`src/rtl/ext_shift_pkg.sv`:
```
package ext_shift_pkg;
  typedef enum logic [1:0] {
    KIND_ARITH   = 2'd0,
    KIND_LOGIC   = 2'd1,
    KIND_ROTATE  = 2'd2,
    KIND_RESERVE = 2'd3
  } shift_kind_e;
endpackage

```
`src/rtl/ext_shift_core.sv`:
```
// Combinational shift/rotate datapath using the current buffer value.
module ext_shift_core #(
  parameter int WORD_W = 16,
  parameter int EXT_W  = 4,
  parameter int MODE_W = 3
) (
  input  logic [WORD_W-1:0] word,
  input  logic [EXT_W-1:0]  ebuf,
  input  logic [MODE_W-1:0] mode,
  input  logic [1:0]        kind,
  output logic [WORD_W-1:0] res,
  output logic [EXT_W-1:0]  nbuf,
  output logic              illegal
);
  import ext_shift_pkg::*;

  localparam int CW     = WORD_W + EXT_W;
  localparam int RW     = WORD_W + 2 * EXT_W;
  localparam int R_BIAS = (1 << (MODE_W - 1)) - 1;

  logic              go_right;
  logic [MODE_W-1:0] amt_r;
  logic [MODE_W-1:0] amt_l;
  logic [CW-1:0]     asr_v, lsr_v, shl_v, ror_v, rol_v;
  logic [RW-1:0]     chain;
  shift_kind_e       k;

  assign k        = shift_kind_e'(kind);
  assign go_right = mode[MODE_W-1];
  assign amt_r    = mode - MODE_W'(R_BIAS);
  assign amt_l    = mode + MODE_W'(1);
  assign chain    = {ebuf, word, ebuf};

  assign asr_v = CW'($signed({word, ebuf}) >>> amt_r);
  assign lsr_v = {word, ebuf} >> amt_r;
  assign shl_v = {ebuf, word} << amt_l;
  assign ror_v = CW'(chain >> amt_r);
  assign rol_v = CW'((chain << amt_l) >> EXT_W);

  always_comb begin
    res     = '0;
    nbuf    = ebuf;
    illegal = 1'b0;
    unique case (k)
      KIND_ARITH: begin
        if (go_right) begin
          res  = asr_v[CW-1:EXT_W];
          nbuf = asr_v[EXT_W-1:0];
        end else begin
          illegal = 1'b1;
        end
      end
      KIND_LOGIC: begin
        if (go_right) begin
          res  = lsr_v[CW-1:EXT_W];
          nbuf = lsr_v[EXT_W-1:0];
        end else begin
          res  = shl_v[WORD_W-1:0];
          nbuf = shl_v[CW-1:WORD_W];
        end
      end
      KIND_ROTATE: begin
        if (go_right) begin
          res  = ror_v[CW-1:EXT_W];
          nbuf = ror_v[EXT_W-1:0];
        end else begin
          res  = rol_v[WORD_W-1:0];
          nbuf = rol_v[CW-1:WORD_W];
        end
      end
      default: illegal = 1'b1;
    endcase
  end
endmodule

```
`src/rtl/ext_shift_bufreg.sv`:
```
// Persistent extension buffer register.
module ext_shift_bufreg #(
  parameter int EXT_W = 4
) (
  input  logic             clk,
  input  logic             rst_n,
  input  logic             load,
  input  logic [EXT_W-1:0] d,
  output logic [EXT_W-1:0] q
);
  always_ff @(posedge clk) begin
    if (!rst_n)    q <= '0;
    else if (load) q <= d;
  end
endmodule

```
`src/rtl/ext_shift_outstage.sv`:
```
// One-deep output slot with valid/ready handshake.
module ext_shift_outstage #(
  parameter int WORD_W = 16
) (
  input  logic              clk,
  input  logic              rst_n,
  input  logic              take,
  input  logic [WORD_W-1:0] d_res,
  input  logic              d_ill,
  input  logic              out_ready,
  output logic              out_valid,
  output logic [WORD_W-1:0] out_result,
  output logic              out_illegal,
  output logic              slot_free
);
  assign slot_free = !out_valid || out_ready;

  always_ff @(posedge clk) begin
    if (!rst_n) begin
      out_valid   <= 1'b0;
      out_result  <= '0;
      out_illegal <= 1'b0;
    end else if (take) begin
      out_valid   <= 1'b1;
      out_result  <= d_res;
      out_illegal <= d_ill;
    end else if (out_ready) begin
      out_valid   <= 1'b0;
    end
  end
endmodule

```
`src/rtl/ext_shift_unit.sv`:
```
module ext_shift_unit #(
  parameter int WORD_W = 16,
  parameter int EXT_W  = 4,
  parameter int MODE_W = 3
) (
  input  logic              clk,
  input  logic              rst_n,
  input  logic              in_valid,
  output logic              in_ready,
  input  logic [WORD_W-1:0] in_word,
  input  logic [MODE_W-1:0] in_mode,
  input  logic [1:0]        in_kind,
  output logic              out_valid,
  input  logic              out_ready,
  output logic [WORD_W-1:0] out_result,
  output logic              out_illegal,
  output logic [EXT_W-1:0]  ext_buf
);
  logic [WORD_W-1:0] core_res;
  logic [EXT_W-1:0]  core_buf;
  logic              core_ill;
  logic              accept;

  assign accept = in_valid && in_ready;

  ext_shift_core #(.WORD_W(WORD_W), .EXT_W(EXT_W), .MODE_W(MODE_W)) u_core (
    .word(in_word), .ebuf(ext_buf), .mode(in_mode), .kind(in_kind),
    .res(core_res), .nbuf(core_buf), .illegal(core_ill)
  );

  ext_shift_bufreg #(.EXT_W(EXT_W)) u_buf (
    .clk(clk), .rst_n(rst_n), .load(accept && !core_ill),
    .d(core_buf), .q(ext_buf)
  );

  ext_shift_outstage #(.WORD_W(WORD_W)) u_out (
    .clk(clk), .rst_n(rst_n), .take(accept),
    .d_res(core_res), .d_ill(core_ill), .out_ready(out_ready),
    .out_valid(out_valid), .out_result(out_result),
    .out_illegal(out_illegal), .slot_free(in_ready)
  );
endmodule

```
`config.mk`:
```
export PLATFORM = sky130hd
export DESIGN_NAME = ext_shift_unit
export DESIGN_NICKNAME = d
export VERILOG_FILES = /design/src/rtl/ext_shift_pkg.sv /design/src/rtl/ext_shift_core.sv /design/src/rtl/ext_shift_bufreg.sv /design/src/rtl/ext_shift_outstage.sv /design/src/rtl/ext_shift_unit.sv
export SDC_FILE = /design/constraint.sdc
export NUM_CORES = 1
export LEC_CHECK = 0
export ABC_AREA = 1
export CAP_MARGIN = 20
export CORE_MARGIN = 2
export CORE_UTILIZATION = 55
export DETAILED_ROUTE_END_ITERATION = 10
export DONT_BUFFER_PORTS = 1
export GPL_TIMING_DRIVEN = 1
export PLACE_DENSITY = 0.68
export SYNTH_ARGS = -nofsm -noshare
export SYNTH_HDL_FRONTEND = slang
export SYNTH_SLANG_ARGS = --single-unit
```
`constraint.sdc`:
```
create_clock -name clk -period 1.7 [get_ports clk]
set_input_delay 0.255 -clock clk [delete_from_list [all_inputs] [get_ports clk]]
set_output_delay 0.255 -clock clk [all_outputs]
set_load 0.01 [all_outputs]
```
==> results of run 1 <==
-- stage by stage --
stage                     hold slack, ns  TNS (ns)  cells  power [uW]  setup WS [ns]
after floorplan                    0.353         0    491        1180          0.144
after global placement             0.358   -0.0248    565        1380        -0.0248
after detailed placement           0.360   -0.0202    565        1390        -0.0174
after CTS                         0.0767         0    568        1720          0.232
after global routing              0.0933         0    568        1840         0.0722
final                             0.0820         0    568        1720          0.205
-- per-layer routing --
layer | vias up | part of all wire [%] | GRT usage [%]
met4 | 0 | 3.7 | 16.6
met2 | 183 | 45 | 55.2
met1 | 1476 | 41 | 44.3
met3 | 31 | 9.4 | 6.37
li1 | 1651 | - | -
met5 | - | 0 | 0
-- worst max-delay path, cell delays in order, from the launching register on --
cell and delay [ns]:
sky130_fd_sc_hd__dfxtp_1 0.44, sky130_fd_sc_hd__nand2_1 0.14, sky130_fd_sc_hd__nand2_1 0.13, sky130_fd_sc_hd__nor2_1 0.06, sky130_fd_sc_hd__a31oi_2 0.21, sky130_fd_sc_hd__nand3_1 0.14
sky130_fd_sc_hd__nand3_1 0.12, sky130_fd_sc_hd__nand2_1 0.07, sky130_fd_sc_hd__a21oi_1 0.11
-- cells by family (layout without fill, tap and decap cells) --
group	count (synthesis)	count (layout)	synth area share [%]
and+or+nand+nor	281	281	44.5
muxes	2	2	0.741
AOI/OAI and AO/OA	113	113	24.0
buffers and inverters	68	78	12.1
DFF	22	22	16.3
adders and majority gates	5	5	2.32
-- power groups by stage --
| stage | registers, uW | clock network (uW) | logic, uW |
|---|---|---|---|
| 2_1_floorplan | 590 | 0 | 585 |
| 3_3_place_gp | 594 | 0 | 791 |
| 3_5_place_dp | 594 | 0 | 792 |
| 4_1_cts | 582 | 340 | 796 |
| 5_1_grt | 587 | 356 | 897 |
| 6_report | 582 | 325 | 816 |
-- worst paths after layout --
check                                                      start                          endpoint  slack (ns)  cells past startpoint
worst max-delay path                     u_buf.q[2]$_SDFFE_PN0P_  u_out.out_result[3]$_SDFFE_PN0P_        0.20                      8
worst min-delay path                                       rst_n  u_out.out_result[1]$_SDFFE_PN0P_        0.08                      2
worst max register to register           u_buf.q[2]$_SDFFE_PN0P_  u_out.out_result[3]$_SDFFE_PN0P_        0.20                      8
worst min register to register  u_out.out_result[7]$_SDFFE_PN0P_  u_out.out_result[7]$_SDFFE_PN0P_        0.51                      2
-- cell usage in the layout, fill, tap and decap left out, types with 5 or more instances in the layout --
cell type | synthesis | routed
sky130_fd_sc_hd__o21ai_1 | 30 | 30
sky130_fd_sc_hd__nand2_2 | 10 | 10
sky130_fd_sc_hd__o211ai_1 | 14 | 14
sky130_fd_sc_hd__nand3_1 | 54 | 54
sky130_fd_sc_hd__ha_1 | 5 | 5
sky130_fd_sc_hd__inv_1 | 32 | 32
sky130_fd_sc_hd__inv_2 | 12 | 12
sky130_fd_sc_hd__o21ai_0 | 16 | 16
sky130_fd_sc_hd__buf_4 | 5 | 26
sky130_fd_sc_hd__nor2_1 | 19 | 19
sky130_fd_sc_hd__nand2_1 | 185 | 185
sky130_fd_sc_hd__a21oi_1 | 38 | 38
sky130_fd_sc_hd__dfxtp_1 | 22 | 22
-- registers in the layout (all words and copies together) (netlist names) --
register,flops
u_out.out_illegal,1
u_out.out_valid,1
u_out.out_result,16
u_buf.q,4
-- layout make-up --
class / instances / area share [%]
timing repair buffer: 29 / 8.72
clock buffer: 3 / 1.41
tap: 67 / 2.86
multi-input combinational: 401 / 66.0
sequential: 22 / 15.0
inverter: 46 / 5.98
-- synth_stat cells, types with 4 or more instances --
cell,instances
sky130_fd_sc_hd__ha_1,5
sky130_fd_sc_hd__buf_6,4
sky130_fd_sc_hd__o21ai_0,16
sky130_fd_sc_hd__buf_2,8
sky130_fd_sc_hd__nor2_1,19
sky130_fd_sc_hd__inv_1,32
sky130_fd_sc_hd__inv_2,12
sky130_fd_sc_hd__dfxtp_1,22
sky130_fd_sc_hd__nand3_1,54
sky130_fd_sc_hd__nand2_2,10
sky130_fd_sc_hd__a21oi_1,38
sky130_fd_sc_hd__clkbuf_1,4
sky130_fd_sc_hd__nand2_1,185
sky130_fd_sc_hd__o21ai_1,30
sky130_fd_sc_hd__buf_4,5
sky130_fd_sc_hd__o211ai_1,14
==> impl_results.md, run 1 <==
* Area growth from synthesis to layout at 8.43%
* Clock tree sinks at 22
* Post-route antenna net violation count at 0
* Worst setup SP type: register
* Synthesized area divided by synthesized cell count at 5.50 um2
* Placed cell area at 2890 um2
* Count of endpoints failing hold in the final timing report at 0
* Die ar. at 5490 um2
* Layout cell share with drive strength beyond 1 at 13.4%
* Sequential area share after synthesis at 16.3%
* Initial antenna violation count at 0
* Reg clk slew, reported paths at 0.08 ns
* Endpoints failing setup at 0
* Maximum clock frequency at 669 MHz
* Total power divided by cell area at 589 nW/um2
* Number of distinct library cell variants in the gate-level netlist after synthesis at 38
* Vias in the first global route at 2975
* Largest fanout on the critical path at 4
* Static Leakage at 0.00142 uW
* Largest net degree at the start of global routing at 46
* Number of enable flip-flop cells after synthesis at 0
* Slew at the pin closest to its max-slew limit at 0.475 ns
* Reg area at 440 um2
* First-pass GRT wire length at 14400 um
* Data arrival time of the worst path at 1.69 ns
* Clk_lat worst skew at 0.27 ns
* DIE HEIGHT at 74.1 um
* HPWL after DPL at 7310 um
* Number of buffers created by CTS at 3
* Shortest clock period the worst path allows after layout at 1.50 ns
* Via count at 3341
* Clock network fraction of design power at 18.9%
* Share of total power consumed by net switching at 42.7%
* Post-layout instance area at 2930 um2
* Global-route usage over all layers at 34.3%
* Final period util at 88.0%
* Number of DRC markers after the initial detailed-route iteration at 376
* # hold bufs at CTS at 0
* Root Buffer Master: sky130_fd_sc_hd__clkbuf_8
* Headroom to the max-slew limit at 68.3%
* Fill cell instance count of the final layout at 500
* Status: completed
* Count of nets after finishing at 533
* Commonest register cell after synthesis: sky130_fd_sc_hd__dfxtp_1
* Post-CTS Setup Inserts at 0
* Async set or reset register ratio after synthesis at 0%
* Worst setup path class: reg2reg
* Post-detailed-route wirelength per cell at 16.1 um
* Core area at 4720 um2
* Post-layout utilization of the core at 62.0%
* Antenna Cells at 0
* Via-per-instance ratio at 5.88
* Clock Skew at 0.00911 ns
* Final WL at 9160 um
* Post-synth net total at 521
* Classification of the worst-slack hold path: in2reg
* Cells resized by post-CTS repair at 0
* Required @ worst endpoint at 1.89 ns
* Area taken by multi-input logic gates at 1930 um2
* Logic gate share of total power at 47.3%
* Sw Pwr at 735 uW
* Die span in x at 74.1 um
* Count of TritonRoute iterations in the first routing pass at 5
* Post-synthesis cell area at 2700 um2
* Cell row count at 25
* CTS H-tree depth at 1
* Area leader, netlist: sky130_fd_sc_hd__nand2_1
* Unrepaired setup endpoints after global routing: false
* Internal portion of total power at 988 uW
* Crit end category: register
* Buffers added on ports at 0
* Max Root-Sink Buffers at 2
* Gpl congestion at 1.04
* Leading cell types by total area after synthesis: sky130_fd_sc_hd__nand2_1 (26%), sky130_fd_sc_hd__dfxtp_1 (16%), sky130_fd_sc_hd__nand3_1 (10%), sky130_fd_sc_hd__a21oi_1 (7.0%), sky130_fd_sc_hd__o21ai_1 (5.6%)
* TritonCTS clock tree: built
* Instance count of the mapped netlist at 491
* Count of pins over their slew limit at 0
* Number of max-cap violations at 0
* Remaining global-route overflow at 0
* Flip-flop and latch count after synthesis at 22
* Worst-case vdd ir drop at 360 uV
* Initial cell density of the core at 57.2%
* # IOs at 48
* Yosys Warn Count at 0
* Sequential cell fraction of total power at 33.8%
* DRC viols at 0
* Share of Yosys cell area claimed by the top area cell type at 25.7%
No activity file was read; power rests on OpenSTA's default activity.
==> inputs of run 2 (changes only) <==
--- a/config.mk
+++ b/config.mk
@@ -12,7 +12,7 @@
 export DETAILED_ROUTE_END_ITERATION = 10
 export DONT_BUFFER_PORTS = 1
 export GPL_TIMING_DRIVEN = 1
-export PLACE_DENSITY = 0.68
+export PLACE_DENSITY_LB_ADDON = 0.25
 export SYNTH_ARGS = -nofsm -noshare
 export SYNTH_HDL_FRONTEND = slang
 export SYNTH_SLANG_ARGS = --single-unit
==> run 2 against run 1 <==
Hold slack worse by 0.0070 ns. Highest routed layer unchanged. Sequential share of layout area hardly changed. Fmax is 1.1% lower. Clock power is 23% higher. Combinational power is 1% higher. Setup slack worse by 0.016 ns.
==> impl_results.md, run 2 (synthesis results as in run 1) <==
* CTS H-tree depth at 1 (unchanged)
* Number of flip-flops in the largest register at 16 (unchanged)
* Unrepaired setup endpoints after global routing: false (unchanged)
* Max Root-Sink Buffers at 2 (unchanged)
* Largest regs: u_out.out_result (16), u_buf.q (4) (unchanged)
* Clock Skew at 0.00511 ns (was 0.00911 ns)
* Count of endpoints failing hold in the final timing report at 0 (unchanged)
* Maximum clock frequency at 662 MHz (was 669 MHz)
* Via-per-instance ratio at 5.83 (was 5.88)
* Commonest non-fill, non-tap cells in the layout: sky130_fd_sc_hd__nand2_1 (185), sky130_fd_sc_hd__nand3_1 (54), sky130_fd_sc_hd__a21oi_1 (38) (unchanged)
* Biggest register: u_out.out_result (unchanged)
* HPWL after DPL at 7590 um (was 7310 um)
* Worst-case vdd ir drop at 412 uV (was 360 uV)
* Die span in x at 74.1 um (unchanged)
* DIE HEIGHT at 74.1 um (unchanged)
* Post-layout utilization of the core at 62.1% (was 62.0%)
* FF-to-FF setup slack at 0.19 ns (was 0.20 ns)
* Initial cell density of the core at 57.2% (unchanged)
* GR Util met1 at 43.4% (was 44.3%)
* # hold bufs at CTS at 0 (unchanged)
* Hold path endpoint: u_out.out_result[1]$_SDFFE_PN0P_ (unchanged)
* Worst R2R Path Depth at 10 (was 8)
* GR peak layer: met2 (unchanged)
* Number of max-cap violations at 0 (unchanged)
* Place WS at -0.0516 ns (was -0.0174 ns)
* Post-route worst setup slack at 0.188 ns (was 0.205 ns)
* Classification of the worst-slack hold path: in2reg (unchanged)
* Number of DRC markers after the initial detailed-route iteration at 294 (was 376)
* Post-CTS Setup Inserts at 0 (unchanged)
* Worst setup SP type: register (unchanged)
* Post-route antenna net violation count at 0 (unchanged)
* Reg clk slew, reported paths at 0.09 ns (was 0.08 ns)
* Count of pins over their slew limit at 0 (unchanged)
* Final WL at 9290 um (was 9160 um)
* Worst setup path class: reg2reg (unchanged)
* Slew at the pin closest to its max-slew limit at 0.464 ns (was 0.475 ns)
* Global-route usage over all layers at 35.2% (was 34.3%)
* First-pass GRT wire length at 14500 um (was 14400 um)
* Total Power at 1810 uW (was 1720 uW)
* Data arrival time of the worst path at 1.73 ns (was 1.69 ns)
* Buffers added on ports at 0 (unchanged)
* Startpoint of the worst register-to-register path: u_buf.q[2]$_SDFFE_PN0P_ (unchanged)
* Clk_lat worst skew at 0.27 ns (about the same)
* Remaining global-route overflow at 0 (unchanged)
* Required @ worst endpoint at 1.92 ns (was 1.89 ns)
* Static Leakage at 0.00143 uW (was 0.00142 uW)
* Fill cell instance count of the final layout at 519 (was 500)
* Hold_sp: rst_n (unchanged)
* Crit end category: register (unchanged)
* Total power divided by cell area at 616 nW/um2 (was 589 nW/um2)
* Shortest clock period the worst path allows after layout at 1.51 ns (was 1.50 ns)
* Count of TritonRoute iterations in the first routing pass at 5 (unchanged)
* Endpoints failing setup at 0 (unchanged)
* Area growth from synthesis to layout at 8.57% (was 8.43%)
* GR Util met3 at 6.91% (was 6.37%)
* Initial antenna violation count at 0 (unchanged)
* Most common library cell in the layout ignoring fill and taps: sky130_fd_sc_hd__nand2_1 (unchanged)
* Layout cell share with drive strength beyond 1 at 13.9% (was 13.4%)
* Gpl congestion at 1.05 (was 1.04)
* Cells resized by post-CTS repair at 0 (unchanged)
* Clock tree sinks at 22 (unchanged)
* Largest net degree at the start of global routing at 37 (was 46)
* Antenna Cells at 0 (unchanged)
* # IOs at 48 (unchanged)
* Instance count along the most critical hold path at 2 (unchanged)
* Root Buffer Master: sky130_fd_sc_hd__clkbuf_8 (unchanged)
* Count of nets after finishing at 535 (was 533)
* Headroom to the max-slew limit at 69.0% (was 68.3%)
* Final period util at 88.9% (was 88.0%)
* Routing usage on met2 at 59.0% (was 55.2%)
* Via count at 3329 (was 3341)
* Post-detailed-route wirelength per cell at 16.3 um (was 16.1 um)
* Status: completed (unchanged)
* Largest fanout on the critical path at 4 (unchanged)
* Vias in the first global route at 3048 (was 2975)
* Number of buffers created by CTS at 3 (unchanged)
* DRC viols at 0 (unchanged)
* Die ar. at 5490 um2 (unchanged)
* Cell row count at 25 (unchanged)
* RR Endpoint: u_buf.q[3]$_SDFFE_PN0P_ (was u_out.out_result[3]$_SDFFE_PN0P_)
* TritonCTS clock tree: built (unchanged)
* Core area at 4720 um2 (unchanged)
-- run 2: cell count changes in the layout (fill, tap and decap cells not counted) --
cell,previous run,this run
sky130_fd_sc_hd__clkbuf_8,3,4
sky130_fd_sc_hd__buf_12,3,1
sky130_fd_sc_hd__buf_4,26,30
-- run 2: how the worst max path moves through the flow --
| stage | startpoint | end | slack [ns] |
|---|---|---|---|
| 2_1_floorplan | in_mode[0] | u_out.out_result[6]$_SDFFE_PN0P_ | 0.14 |
| 3_3_place_gp | in_mode[0] | u_out.out_result[13]$_SDFFE_PN0P_ | -0.05 |
| 3_5_place_dp | in_mode[0] | u_out.out_result[13]$_SDFFE_PN0P_ | -0.05 |
| 4_1_cts | u_buf.q[2]$_SDFFE_PN0P_ | u_buf.q[3]$_SDFFE_PN0P_ | 0.21 |
| 5_1_grt | u_out.out_valid$_SDFFE_PN0P_ | u_out.out_result[12]$_SDFFE_PN0P_ | 0.01 |
| 6_report | u_buf.q[2]$_SDFFE_PN0P_ | u_buf.q[3]$_SDFFE_PN0P_ | 0.19 |
-- run 2: layer usage --
metal  vias to the layer above  wire (um)
li1                       1653          -
met1                      1466       3810
met2                       167       4270
met3                        43        759
met4                         0        444
met5                         -          0
-- run 2: layout make-up --
class                   instances  area (um2)  share of cell area, %
repair buffers                 31         245                   8.37
clock buffers                   4        55.1                   1.88
multi-input cells             401        1930                   65.9
inverters                      46         175                   5.98
flip-flops and latches         22         440                   15.0
well taps                      67        83.8                   2.86
-- run 2: where the power goes --
group / leakage, uW / total, uW / switching, uW / internal (uW)
clock network: 0.0000288 / 400 / 193 / 207
registers: 0.000179 / 582 / 36.9 / 545
logic: 0.00122 / 824 / 541 / 283
total: 0.00143 / 1810 / 771 / 1030
-- run 2: critical path, cell delays in order, from the launching register on --
cell                      delay (ns)
sky130_fd_sc_hd__dfxtp_1        0.45
sky130_fd_sc_hd__nand2_1        0.12
sky130_fd_sc_hd__nand2_1        0.14
sky130_fd_sc_hd__nor2_1         0.06
sky130_fd_sc_hd__a31oi_2        0.25
sky130_fd_sc_hd__nand2_1        0.09
sky130_fd_sc_hd__nand2_1        0.07
sky130_fd_sc_hd__inv_1          0.04
sky130_fd_sc_hd__nand2_1        0.05
sky130_fd_sc_hd__nand2_1        0.05
sky130_fd_sc_hd__a21oi_2        0.11
-- run 2: metrics by stage --
stage | setup TNS, ns | std cells | cell area (um2) | hold WS (ns)
after floorplan | 0 | 491 | 2700 | 0.353
final | 0 | 571 | 2930 | 0.0750
after CTS | 0 | 571 | 2930 | 0.0793
after detailed placement | -0.135 | 567 | 2880 | 0.360
after global routing | 0 | 571 | 2930 | 0.101
after global placement | -0.131 | 567 | 2880 | 0.359
